**src/rtl/spi_mmap_pkg.sv**
```systemverilog
package spi_mmap_pkg;

  typedef enum logic [1:0] {
    MODE_READ  = 2'd0,
    MODE_FAST  = 2'd1,
    MODE_WRITE = 2'd2,
    MODE_USER  = 2'd3
  } xfer_mode_e;

  typedef enum logic [2:0] {
    PH_IDLE  = 3'd0,
    PH_CMD   = 3'd1,
    PH_ADDR  = 3'd2,
    PH_DUMMY = 3'd3,
    PH_DATA  = 3'd4,
    PH_DONE  = 3'd5
  } phase_e;

  localparam int          CTL_W        = 32;
  localparam int          CSOFF_BIT    = 2;
  localparam int          DUM_HI_BIT   = 14;
  localparam int          DUM_LO_LSB   = 6;
  localparam int          OPC_LSB      = 16;
  localparam int          WE_BASE      = 16;
  localparam int          CNT_W        = 6;
  localparam logic [31:0] CTL_RESET    = 32'h0000_0004;
  localparam logic [7:0]  PLAIN_OPCODE = 8'h03;
  localparam logic [7:0]  FILL_BYTE    = 8'hFF;

  // Opcode actually sent: plain read overrides the programmed field.
  function automatic logic [7:0] fn_opcode(input xfer_mode_e m, input logic [7:0] field);
    return (m == MODE_READ) ? PLAIN_OPCODE : field;
  endfunction

  // Filler byte count: three-bit code scaled by eight.
  function automatic logic [CNT_W-1:0] fn_filler_bytes(input logic hi, input logic [1:0] lo);
    return CNT_W'({hi, lo, 3'b000});
  endfunction

  // k-th address byte on the wire, most significant first.
  function automatic logic [7:0] fn_addr_byte(input logic [31:0] a, input logic wide,
                                              input logic [1:0] k);
    logic [1:0] sel;
    sel = (wide ? 2'd3 : 2'd2) - k;
    case (sel)
      2'd3:    return a[31:24];
      2'd2:    return a[23:16];
      2'd1:    return a[15:8];
      default: return a[7:0];
    endcase
  endfunction

  // Access legality in the current mode.
  function automatic logic fn_reject(input xfer_mode_e m, input logic wr, input logic we_ok);
    return (wr && !we_ok) ||
           (!wr && m == MODE_WRITE) ||
           (wr && (m == MODE_READ || m == MODE_FAST));
  endfunction

endpackage

```
**src/rtl/spi_mmap_gate.sv**
```systemverilog
module spi_mmap_gate
  import spi_mmap_pkg::*;
(
  input  xfer_mode_e mode,
  input  logic       is_write,
  input  logic       we_ok,
  output logic       accept,
  output logic       framed
);
  assign accept = !fn_reject(mode, is_write, we_ok);
  assign framed = (mode != MODE_USER);
endmodule

```
**src/rtl/spi_mmap_collect.sv**
```systemverilog
module spi_mmap_collect #(
  parameter int LANES = 4
) (
  input  logic               clk,
  input  logic               rst_n,
  input  logic               clr,
  input  logic               cap_en,
  input  logic [1:0]         cap_idx,
  input  logic [7:0]         rx_byte,
  output logic [8*LANES-1:0] data
);
  for (genvar l = 0; l < LANES; l++) begin : g_lane
    logic [7:0] lane_q;
    always_ff @(posedge clk) begin
      if (!rst_n)                                 lane_q <= '0;
      else if (clr)                               lane_q <= '0;
      else if (cap_en && cap_idx == 2'(l))        lane_q <= rx_byte;
    end
    assign data[8*l +: 8] = lane_q;
  end
endmodule

```
**src/rtl/spi_mmap_fsm.sv**
```systemverilog
module spi_mmap_fsm
  import spi_mmap_pkg::*;
(
  input  logic             clk,
  input  logic             rst_n,
  input  logic             start,
  input  xfer_mode_e       st_mode,
  input  logic             st_write,
  input  logic [1:0]       st_len,
  input  logic [31:0]      st_addr,
  input  logic [31:0]      st_wdata,
  input  logic [7:0]       st_opcode,
  input  logic [CNT_W-1:0] st_nfill,
  input  logic             st_wide,
  input  logic             xfer_done,
  output phase_e           phase,
  output xfer_mode_e       mode_lat,
  output logic             xfer_req,
  output logic [7:0]       tx_byte,
  output logic             cap_en,
  output logic [1:0]       cap_idx,
  output logic             fin_framed
);
  phase_e           phase_q;
  xfer_mode_e       mode_q;
  logic             write_q, wide_q;
  logic [1:0]       len_q;
  logic [31:0]      addr_q, wdata_q;
  logic [7:0]       opcode_q;
  logic [CNT_W-1:0] nfill_q, cnt_q;

  logic last_addr, last_fill, last_data, want_fill;
  assign last_addr = (cnt_q == (wide_q ? CNT_W'(3) : CNT_W'(2)));
  assign last_fill = (cnt_q == nfill_q - CNT_W'(1));
  assign last_data = (cnt_q == CNT_W'(len_q));
  assign want_fill = (mode_q != MODE_WRITE) && (nfill_q != '0);

  always_ff @(posedge clk) begin
    if (!rst_n) begin
      phase_q  <= PH_IDLE;
      mode_q   <= MODE_READ;
      write_q  <= 1'b0;
      wide_q   <= 1'b0;
      len_q    <= '0;
      addr_q   <= '0;
      wdata_q  <= '0;
      opcode_q <= '0;
      nfill_q  <= '0;
      cnt_q    <= '0;
    end else begin
      case (phase_q)
        PH_IDLE: if (start) begin
          mode_q   <= st_mode;
          write_q  <= st_write;
          wide_q   <= st_wide;
          len_q    <= st_len;
          addr_q   <= st_addr;
          wdata_q  <= st_wdata;
          opcode_q <= st_opcode;
          nfill_q  <= st_nfill;
          cnt_q    <= '0;
          phase_q  <= (st_mode == MODE_USER) ? PH_DATA : PH_CMD;
        end
        PH_CMD: if (xfer_done) begin
          cnt_q   <= '0;
          phase_q <= PH_ADDR;
        end
        PH_ADDR: if (xfer_done) begin
          if (last_addr) begin
            cnt_q   <= '0;
            phase_q <= want_fill ? PH_DUMMY : PH_DATA;
          end else begin
            cnt_q <= cnt_q + CNT_W'(1);
          end
        end
        PH_DUMMY: if (xfer_done) begin
          if (last_fill) begin
            cnt_q   <= '0;
            phase_q <= PH_DATA;
          end else begin
            cnt_q <= cnt_q + CNT_W'(1);
          end
        end
        PH_DATA: if (xfer_done) begin
          if (last_data) phase_q <= PH_DONE;
          else           cnt_q   <= cnt_q + CNT_W'(1);
        end
        PH_DONE: phase_q <= PH_IDLE;
        default: phase_q <= PH_IDLE;
      endcase
    end
  end

  always_comb begin
    case (phase_q)
      PH_CMD:   tx_byte = opcode_q;
      PH_ADDR:  tx_byte = fn_addr_byte(addr_q, wide_q, cnt_q[1:0]);
      PH_DUMMY: tx_byte = FILL_BYTE;
      PH_DATA:  tx_byte = write_q ? 8'(wdata_q >> {cnt_q[1:0], 3'b000}) : 8'h00;
      default:  tx_byte = 8'h00;
    endcase
  end

  assign xfer_req   = (phase_q == PH_CMD) || (phase_q == PH_ADDR) ||
                      (phase_q == PH_DUMMY) || (phase_q == PH_DATA);
  assign cap_en     = (phase_q == PH_DATA) && xfer_done && !write_q;
  assign cap_idx    = cnt_q[1:0];
  assign fin_framed = (phase_q == PH_DATA) && xfer_done && last_data &&
                      (mode_q != MODE_USER);
  assign phase      = phase_q;
  assign mode_lat   = mode_q;
endmodule

```
**src/rtl/spi_mmap_seq.sv**
```systemverilog
module spi_mmap_seq
  import spi_mmap_pkg::*;
#(
  parameter int CS_IDX   = 0,
  parameter int SEG_LOG2 = 24
) (
  input  logic        clk,
  input  logic        rst_n,
  input  logic        ctl_we,
  input  logic [31:0] ctl_wdata,
  output logic [31:0] ctl_q,
  input  logic [31:0] cfg_word,
  input  logic        addr4_en,
  input  logic        req_valid,
  input  logic        req_write,
  input  logic [31:0] req_addr,
  input  logic [1:0]  req_len,
  input  logic [31:0] req_wdata,
  output logic        req_ready,
  output logic [31:0] rsp_rdata,
  output logic        rsp_err,
  output logic        spi_cs_n,
  output logic        spi_xfer_req,
  output logic [7:0]  spi_tx_byte,
  input  logic        spi_xfer_done,
  input  logic [7:0]  spi_rx_byte
);
  localparam int          WE_BIT   = WE_BASE + CS_IDX;
  localparam logic [31:0] SEG_MASK = (SEG_LOG2 >= 32) ? 32'hFFFF_FFFF
                                                      : (32'd1 << SEG_LOG2) - 32'd1;

  logic [CTL_W-1:0] ctl_r;
  xfer_mode_e       cur_mode;
  logic             we_ok, accept, framed;
  logic             idle, start, reject, fin_framed;
  logic             cap_en;
  logic [1:0]       cap_idx;
  logic [31:0]      gathered;
  phase_e           seq_phase;
  xfer_mode_e       seq_mode;
  logic             unused_cfg;

  assign cur_mode   = xfer_mode_e'(ctl_r[1:0]);
  assign we_ok      = cfg_word[WE_BIT];
  assign unused_cfg = ^(cfg_word & ~(32'd1 << WE_BIT));

  spi_mmap_gate u_gate (
    .mode     (cur_mode),
    .is_write (req_write),
    .we_ok    (we_ok),
    .accept   (accept),
    .framed   (framed)
  );

  assign idle   = (seq_phase == PH_IDLE);
  assign start  = idle && req_valid && accept;
  assign reject = idle && req_valid && !accept;

  spi_mmap_fsm u_fsm (
    .clk        (clk),
    .rst_n      (rst_n),
    .start      (start),
    .st_mode    (cur_mode),
    .st_write   (req_write),
    .st_len     (req_len),
    .st_addr    (req_addr & SEG_MASK),
    .st_wdata   (req_wdata),
    .st_opcode  (fn_opcode(cur_mode, ctl_r[OPC_LSB +: 8])),
    .st_nfill   (fn_filler_bytes(ctl_r[DUM_HI_BIT], ctl_r[DUM_LO_LSB +: 2])),
    .st_wide    (addr4_en),
    .xfer_done  (spi_xfer_done),
    .phase      (seq_phase),
    .mode_lat   (seq_mode),
    .xfer_req   (spi_xfer_req),
    .tx_byte    (spi_tx_byte),
    .cap_en     (cap_en),
    .cap_idx    (cap_idx),
    .fin_framed (fin_framed)
  );

  spi_mmap_collect #(.LANES(4)) u_collect (
    .clk     (clk),
    .rst_n   (rst_n),
    .clr     (start),
    .cap_en  (cap_en),
    .cap_idx (cap_idx),
    .rx_byte (spi_rx_byte),
    .data    (gathered)
  );

  // Control word: the sequencer owns the chip-select bit during framed
  // accesses; software writes land only when nothing is pending.
  always_ff @(posedge clk) begin
    if (!rst_n)
      ctl_r <= CTL_RESET;
    else if (start && framed)
      ctl_r[CSOFF_BIT] <= 1'b0;
    else if (fin_framed)
      ctl_r[CSOFF_BIT] <= 1'b1;
    else if (ctl_we && idle && !req_valid)
      ctl_r <= ctl_wdata;
  end

  assign ctl_q     = ctl_r;
  assign spi_cs_n  = ctl_r[CSOFF_BIT];
  assign req_ready = reject || (seq_phase == PH_DONE);
  assign rsp_err   = reject;
  assign rsp_rdata = (seq_phase == PH_DONE) ? gathered : 32'h0;
endmodule

```
**config.mk**
```make
export PLATFORM = sky130hd
export DESIGN_NAME = spi_mmap_seq
export DESIGN_NICKNAME = d
export VERILOG_FILES = /design/src/rtl/spi_mmap_pkg.sv /design/src/rtl/spi_mmap_gate.sv /design/src/rtl/spi_mmap_collect.sv /design/src/rtl/spi_mmap_fsm.sv /design/src/rtl/spi_mmap_seq.sv
export SDC_FILE = /design/constraint.sdc
export NUM_CORES = 1
export LEC_CHECK = 0
export BUFFER_PORTS_ARGS = -buffer_cell sky130_fd_sc_hd__buf_2
export CAP_MARGIN = 25
export CELL_PAD_IN_SITES_DETAIL_PLACEMENT = 1
export CELL_PAD_IN_SITES_GLOBAL_PLACEMENT = 1
export CORE_MARGIN = 2
export CORE_UTILIZATION = 41
export CTS_CLUSTER_SIZE = 12
export DETAILED_ROUTE_END_ITERATION = 12
export PLACE_DENSITY = 0.89
export SETUP_SLACK_MARGIN = 0.05
export SLEW_MARGIN = 40
export SYNTH_ARGS = -nofsm -noshare
export SYNTH_HDL_FRONTEND = slang
export SYNTH_HIERARCHICAL = 1
export SYNTH_SLANG_ARGS = --single-unit
```
**constraint.sdc**
```tcl
create_clock -name clk -period 5.7 [get_ports clk]
set_input_delay 1.14 -clock clk [delete_from_list [all_inputs] [get_ports clk]]
set_output_delay 1.14 -clock clk [all_outputs]
set_load 0.005 [all_outputs]
```
* Word level (Yosys, flattened, before mapping)
Cells that the tools add are included.
Word-level totals: bits in registers 146, output and inout bits 76
Operators by class: add/subtract/negate cells 3, equal/unequal tests 29, shifts and indexed selects 1, mux-type cells 30, bitwise logic cells 3, reductions and logical operators 41
Operators with widths (count):
- 2-to-1 mux 6 bit | 8
- 2-to-1 mux 3 bit | 11
- 2-to-1 mux 32 bit | 1
- one-hot mux 8 bit (4 select lines) | 1
- right shift 32 x 5 -> 8 bit | 1
- one-hot mux 6 bit (5 select lines) | 1
- one-hot mux 8 bit (3 select lines) | 1
- logical AND 1 bit | 18
- 2-to-1 mux 8 bit | 2
- inequality test 2 bit (second input constant) | 8
- one-hot mux 3 bit (5 select lines) | 1
- equality test 2 bit (second input constant) | 6
- equality test 6 bit | 2
- inequality test 2 x 1 -> 1 bit (second input constant) | 4
- AND reduction 8 bit | 1
- logical OR 1 bit | 7
- AND reduction 7 bit | 1
- adder 6 x 1 -> 6 bit (second input constant) | 1
- equality test 2 x 1 -> 1 bit (second input constant) | 3
- equality test 3 x 2 -> 1 bit (second input constant) | 2
- equality test 3 bit (second input constant) | 2
- equality test 6 x 2 -> 1 bit | 1
- nonzero test 6 bit | 1
- subtractor 6 x 1 -> 6 bit (second input constant) | 1
- other kinds (12) | 22

* Logic depth before layout (Yosys ltp)
word-level depth 9, mapped depth 9, gate-level depth less buffers 8

* Modules after synthesis
The synthesis kept the hierarchy.
By module, submodules not included:
- spi_mmap_fsm | instances 1, cells each 557, area an instance 4374.2 µm², seq. area each 1861.8 µm²
- spi_mmap_seq | instances 1, cells each 195, area an instance 1620.3 µm², seq. area each 640.6 µm²
- spi_mmap_collect | instances 1, cells each 122, area an instance 1357.6 µm², seq. area each 640.6 µm²
- spi_mmap_gate | instances 1, cells each 4, area an instance 20.0 µm², seq. area each 0.0 µm²

* Worst setup path after synthesis
Ideal clock, no wire load.
path kind flip-flop to output port, start point register u_fsm.cnt_q[0], end point output port spi_tx_byte[2], data arrival time 1.719 ns, required time 4.560 ns, slack 2.841 ns, cell stages (with the launch flop) 6, buffers on the path 0, cells stage by stage dfxtp_1 ha_1 xnor2_1 mux2_2 o211ai_1 o211ai_1
Between the ends: word-level cells in the longest chain between the ends 4, elaborated cells between the ends (all ways) 8
Ends and longest elaborated chain:
- start: declaration | line spi_mmap_fsm.sv:30 | logic [CNT_W-1:0] nfill_q, cnt_q;
- start signal: assignment | line spi_mmap_fsm.sv:73 | cnt_q <= cnt_q + CNT_W'(1);
- start signal: assignment | line spi_mmap_fsm.sv:81 | cnt_q <= cnt_q + CNT_W'(1);
- start signal: assignment | line spi_mmap_fsm.sv:86 | else cnt_q <= cnt_q + CNT_W'(1);
- subtractor 2 bit | line spi_mmap_pkg.sv:44 | sel = (wide ? 2'd3 : 2'd2) - k;
- equality test 2 x 1 -> 1 bit / equality test 2 bit (equally long branches) | line spi_mmap_pkg.sv:45 | case (sel)
- one-hot mux 8 bit (3 select lines) | line spi_mmap_pkg.sv:45
- one-hot mux 8 bit (4 select lines) (*) | line spi_mmap_fsm.sv:95 | case (phase_q)
- end: declaration | line spi_mmap_seq.sv:24 | output logic [7:0] spi_tx_byte,
Every way passes the cells marked *; elsewhere a longest branch is shown, timed or not.

* Worst setup path after layout
start point register u_fsm.phase_q[1], in the netlist u_fsm/phase[1], end point output port spi_tx_byte[3]
Between the ends: word-level cells in the longest chain between the ends 2, elaborated cells between the ends (all ways) 5
Ends and longest elaborated chain:
- start: declaration | line spi_mmap_fsm.sv:24 | phase_e phase_q;
- start signal: assignment | line spi_mmap_fsm.sv:62 | phase_q <= (st_mode == MODE_USER) ? PH_DATA : PH_CMD;
- start signal: assignment | line spi_mmap_fsm.sv:71 | phase_q <= want_fill ? PH_DUMMY : PH_DATA;
- equality test 3 bit (tied with other cells) | line spi_mmap_fsm.sv:95
- one-hot mux 8 bit (4 select lines) (*) | line spi_mmap_fsm.sv:95
Marks and branches as above.

==> flow_summary.yaml <==
synthesis:
  synth_edf_count: 0
  yosysSeqAreaShare_pct: 42.63
  synth_top_area_share_pct: 42.63
  ys_top_cells_by_area: "dfxtp_1, nand2_1, mux2i_1"
  synth_seq_cells: 157
  ys.flop_type: "dfxtp_1"
  syn_area_um2: 7372
  syn-instance-count: 878
  synth_area_leader_cell: "dfxtp_1"
  ys_warn_count: 6
  async_flop_share_pct: 0
  syn_avg_cell_area_um2: 8.396
  synth.distinct_cells: 53
critical_path:
  timing.rr.start: "u_fsm/phase[2]"
  crit_path_cell_trace: "nor3b_2, o211ai_1, o211ai_1, buf_2"
  crit_path_end: "spi_tx_byte[3]"
  cpPeakStageDelay_ps: 800
  rrSetupSlack_ps: 2520
  reg2reg_to: "ctl_q[15]"
  crit_path_end_kind: "primary output"
  crit_path_start: "u_fsm/phase[1]"
  cp.required_ps: 4560
  crit_type: "reg -> out"
  slowest_stage: "dfxtp_1"
  crit_fanout: 19
  startpoint_type: "flop"
  r2r_cells: 7
  cpMostUsedCell: "o211ai_1"
  cp_data_arrival_time_ps: 2530
routing:
  antenna_left: 0
  route.detailed.drc: 0
  first_pass_iters: 5
  avgViaCountPerCell: 5.235
  drt_iter0_drc: 311
  avgRoutedWirePerCell_um: 17.37
  routed_wl_um: 22130
  vias: 6669
clock_network:
  path_clk_slew_ps: 70
  h-tree-depth: 4
  worst_skew_pair.late_latency_ps: 420
  cts.hold.buffers_added: 0
  clk_path_buf_depth: 2
  cts_inserted_buffers: 17
  root_buffer: "clkbuf_16"
  ctsResizeCount: 0
  post_cts.repair.setup_buffers: 0
  cts_tree: "done"
  clkSinkCount: 157
cells_and_area:
  final_cell_area_um2: 8970
  nNetsFinal: 1179
  drive_above_1_share_pct: 24.45
  n_fill_cell: 2182
  synthToLayoutAreaGrowth_pct: 21.67
power:
  leakagePower_nw: 3.791
  pwr-share-clk_pct: 35.3
  switchingPower_w: 0.001068
  pwr_density_cell_nw_per_um2: 362.8
  peakVddDrop_uv: 227.8
  sw_frac_of_total_pct: 32.81
  p_seq_share_pct: 40.3
  p_int_w: 0.002187
  p_comb_share_pct: 24.4
sta:
  final_hold_viol_count: 0
  fin_skew_ps: 9.342
  slew_violations: 0
  final.setup.tns_ps: 0
  relSlewSlack_pct: 48.01
  max_freq_mhz: 272.5
  setup_viol: 0
  fin_crit_ps: 3670
  period_share_pct: 64.39
  rsz0062_at_grt: "no"
  worst_slew_pin_slew_ps: 778.8
worst_hold_path:
  hold_path_class: "reg -> reg"
global_route:
  grt_pass1_vias: 6948
  grt_max_degree: 78
  grt_usage_pct: 22.86
  grt_pass1_wl_um: 35370
  gr-total-overflow: 0
  antenna_found_initial: 2
place:
  dp_hpwl_um: 15460
  place_congestion: 0.7792
  io_buffers: 181
  placed_cell_area_um2: 8368
floorplanning:
  initial_core_util_pct: 41.46
  core_um2: 17780
  dieArea_um2: 19070
  rows: 49
  ioPinCount: 221
  die_x_um: 138.1
  die_y_um: 138.1
run_status:
  status: "finished clean"
job:
  maxCapViolCount: 0
==> per-layer routing <==
layer / vias to the layer above / part of all wire, % / track usage, %
met2: 165 / 51 / 40.75
li1: 3266 / - / -
met1: 3201 / 42 / 27.15
met4: 0 / 2.9 / 8.700
met3: 37 / 4.2 / 4.572
met5: - / 0 / 0
==> registers in the layout, indices dropped and copies added, names as in the netlist, 3 cells and up <==
register,cells
u_fsm/opcode_q,8
u_collect/g_lane.lane_q,32
u_fsm/addr_q,32
u_fsm/phase,3
u_fsm/wdata_q,32
u_fsm/nfill_q,6
u_fsm/cnt_q,6
ctl_q,32
==> how the worst min path moves through the flow <==
stage	startpoint	endpoint	cells after the start
detailed placement	u_fsm/wdata_q[28]	u_fsm/wdata_q[28]	2
finish	u_fsm/addr_q[16]	u_fsm/addr_q[16]	2
global placement	ctl_q[4]	ctl_q[4]	2
floorplan	u_fsm/addr_q[24]	u_fsm/addr_q[24]	2
global route	u_fsm/wdata_q[27]	u_fsm/wdata_q[27]	2
CTS	u_fsm/wdata_q[28]	u_fsm/wdata_q[28]	2
==> synthesized netlist by cell type, types with 9 or more instances <==
cell      count
mux2_2        9
dfxtp_1     157
o211ai_1     22
nor2_1       20
clkbuf_1     43
and2_1       35
a21oi_1      93
buf_2        11
nand3b_1     42
nand3_1      13
nand2_1     253
inv_1         9
nor2b_1       9
mux2i_1      73
==> cell families after synthesis <==
kind of cell | after synthesis | share of synthesized area [%]
xor+xnor | 11 | 1.307
mux | 90 | 13.73
buf+inv | 77 | 4.820
fa+ha+maj | 4 | 0.6789
simple gates | 396 | 25.41
compound gates | 142 | 11.37
flops | 157 | 42.63
other cells | 1 | 0.05087
==> through the flow <==
| step | instances | total power [W] | hold slack (ps) | setup WS [ps] | util, % |
|---|---|---|---|---|---|
| 2_1_floorplan | 888 | 0.001870 | 432.9 | 2841 | - |
| 3_3_place_gp | 1240 | 0.002085 | 439.8 | 2031 | 47.02 |
| 3_5_place_dp | 1240 | 0.002120 | 447.9 | 1948 | 47.07 |
| 4_1_cts | 1272 | 0.003277 | 456.6 | 2080 | 50.42 |
| 5_1_grt | 1274 | 0.003423 | 473.9 | 1865 | 50.45 |
| 6_report | 1274 | 0.003255 | 454.6 | 2030 | 50.45 |
==> power groups by stage <==
stage / clock [W] / combinational [W] / sequential (W)
after floorplan: 0 / 0.000580 / 0.00129
after global placement: 0 / 0.000761 / 0.00132
after detailed placement: 0 / 0.000788 / 0.00133
after CTS: 0.00117 / 0.000795 / 0.00131
after global routing: 0.00122 / 0.000875 / 0.00133
final: 0.00115 / 0.000793 / 0.00131
==> worst max-delay path: cells and delay by family, from the launching register on <==
| family | cells | cell delay [ps] |
|---|---|---|
| AO/OA/AOI/OAI | 2 | 450 |
| AND/OR/NAND/NOR | 1 | 680 |
| buffers and inverters | 1 | 170 |
| flip-flops | 1 | 800 |
==> cell usage in the layout (no fill, tap or decap), types with 3 or more instances in the layout <==
| master | netlist | final |
|---|---|---|
| a21oi_1 | 93 | 93 |
| a31oi_1 | 3 | 3 |
| and2_1 | 35 | 35 |
| and3_1 | 4 | 3 |
| buf_2 | 11 | 180 |
| buf_4 | 6 | 10 |
| clkbuf_16 | 0 | 17 |
| clkinvlp_4 | 0 | 3 |
| conb_1 | 1 | 11 |
| dfxtp_1 | 157 | 157 |
| ha_1 | 4 | 4 |
| inv_1 | 9 | 9 |
| inv_6 | 0 | 5 |
| mux2_2 | 9 | 9 |
| mux2i_1 | 73 | 73 |
| mux4_2 | 8 | 8 |
| nand2_1 | 253 | 253 |
| nand3_1 | 13 | 12 |
| nand3b_1 | 42 | 42 |
| nor2_1 | 20 | 20 |
| nor2b_1 | 9 | 9 |
| nor3_1 | 4 | 4 |
| o211ai_1 | 22 | 22 |
| o21ai_0 | 6 | 6 |
| o221ai_1 | 3 | 3 |
| or2_2 | 3 | 3 |
| xnor2_1 | 6 | 5 |
| xor2_1 | 5 | 5 |
==> cell type report <==
type | instances | area, um^2 | share of cell area (%)
Multi-Input combinational cell | 654 | 3926 | 43.77
Sequential cell | 157 | 3143 | 35.04
Timing Repair Buffer | 190 | 975.9 | 10.88
Clock buffer | 18 | 439.2 | 4.896
Tap cell | 229 | 286.5 | 3.194
Clock inverter | 14 | 156.4 | 1.744
Inverter | 10 | 37.54 | 0.4185
Antenna cell | 2 | 5.005 | 0.05580
No activity file was read; power rests on OpenSTA's default activity.
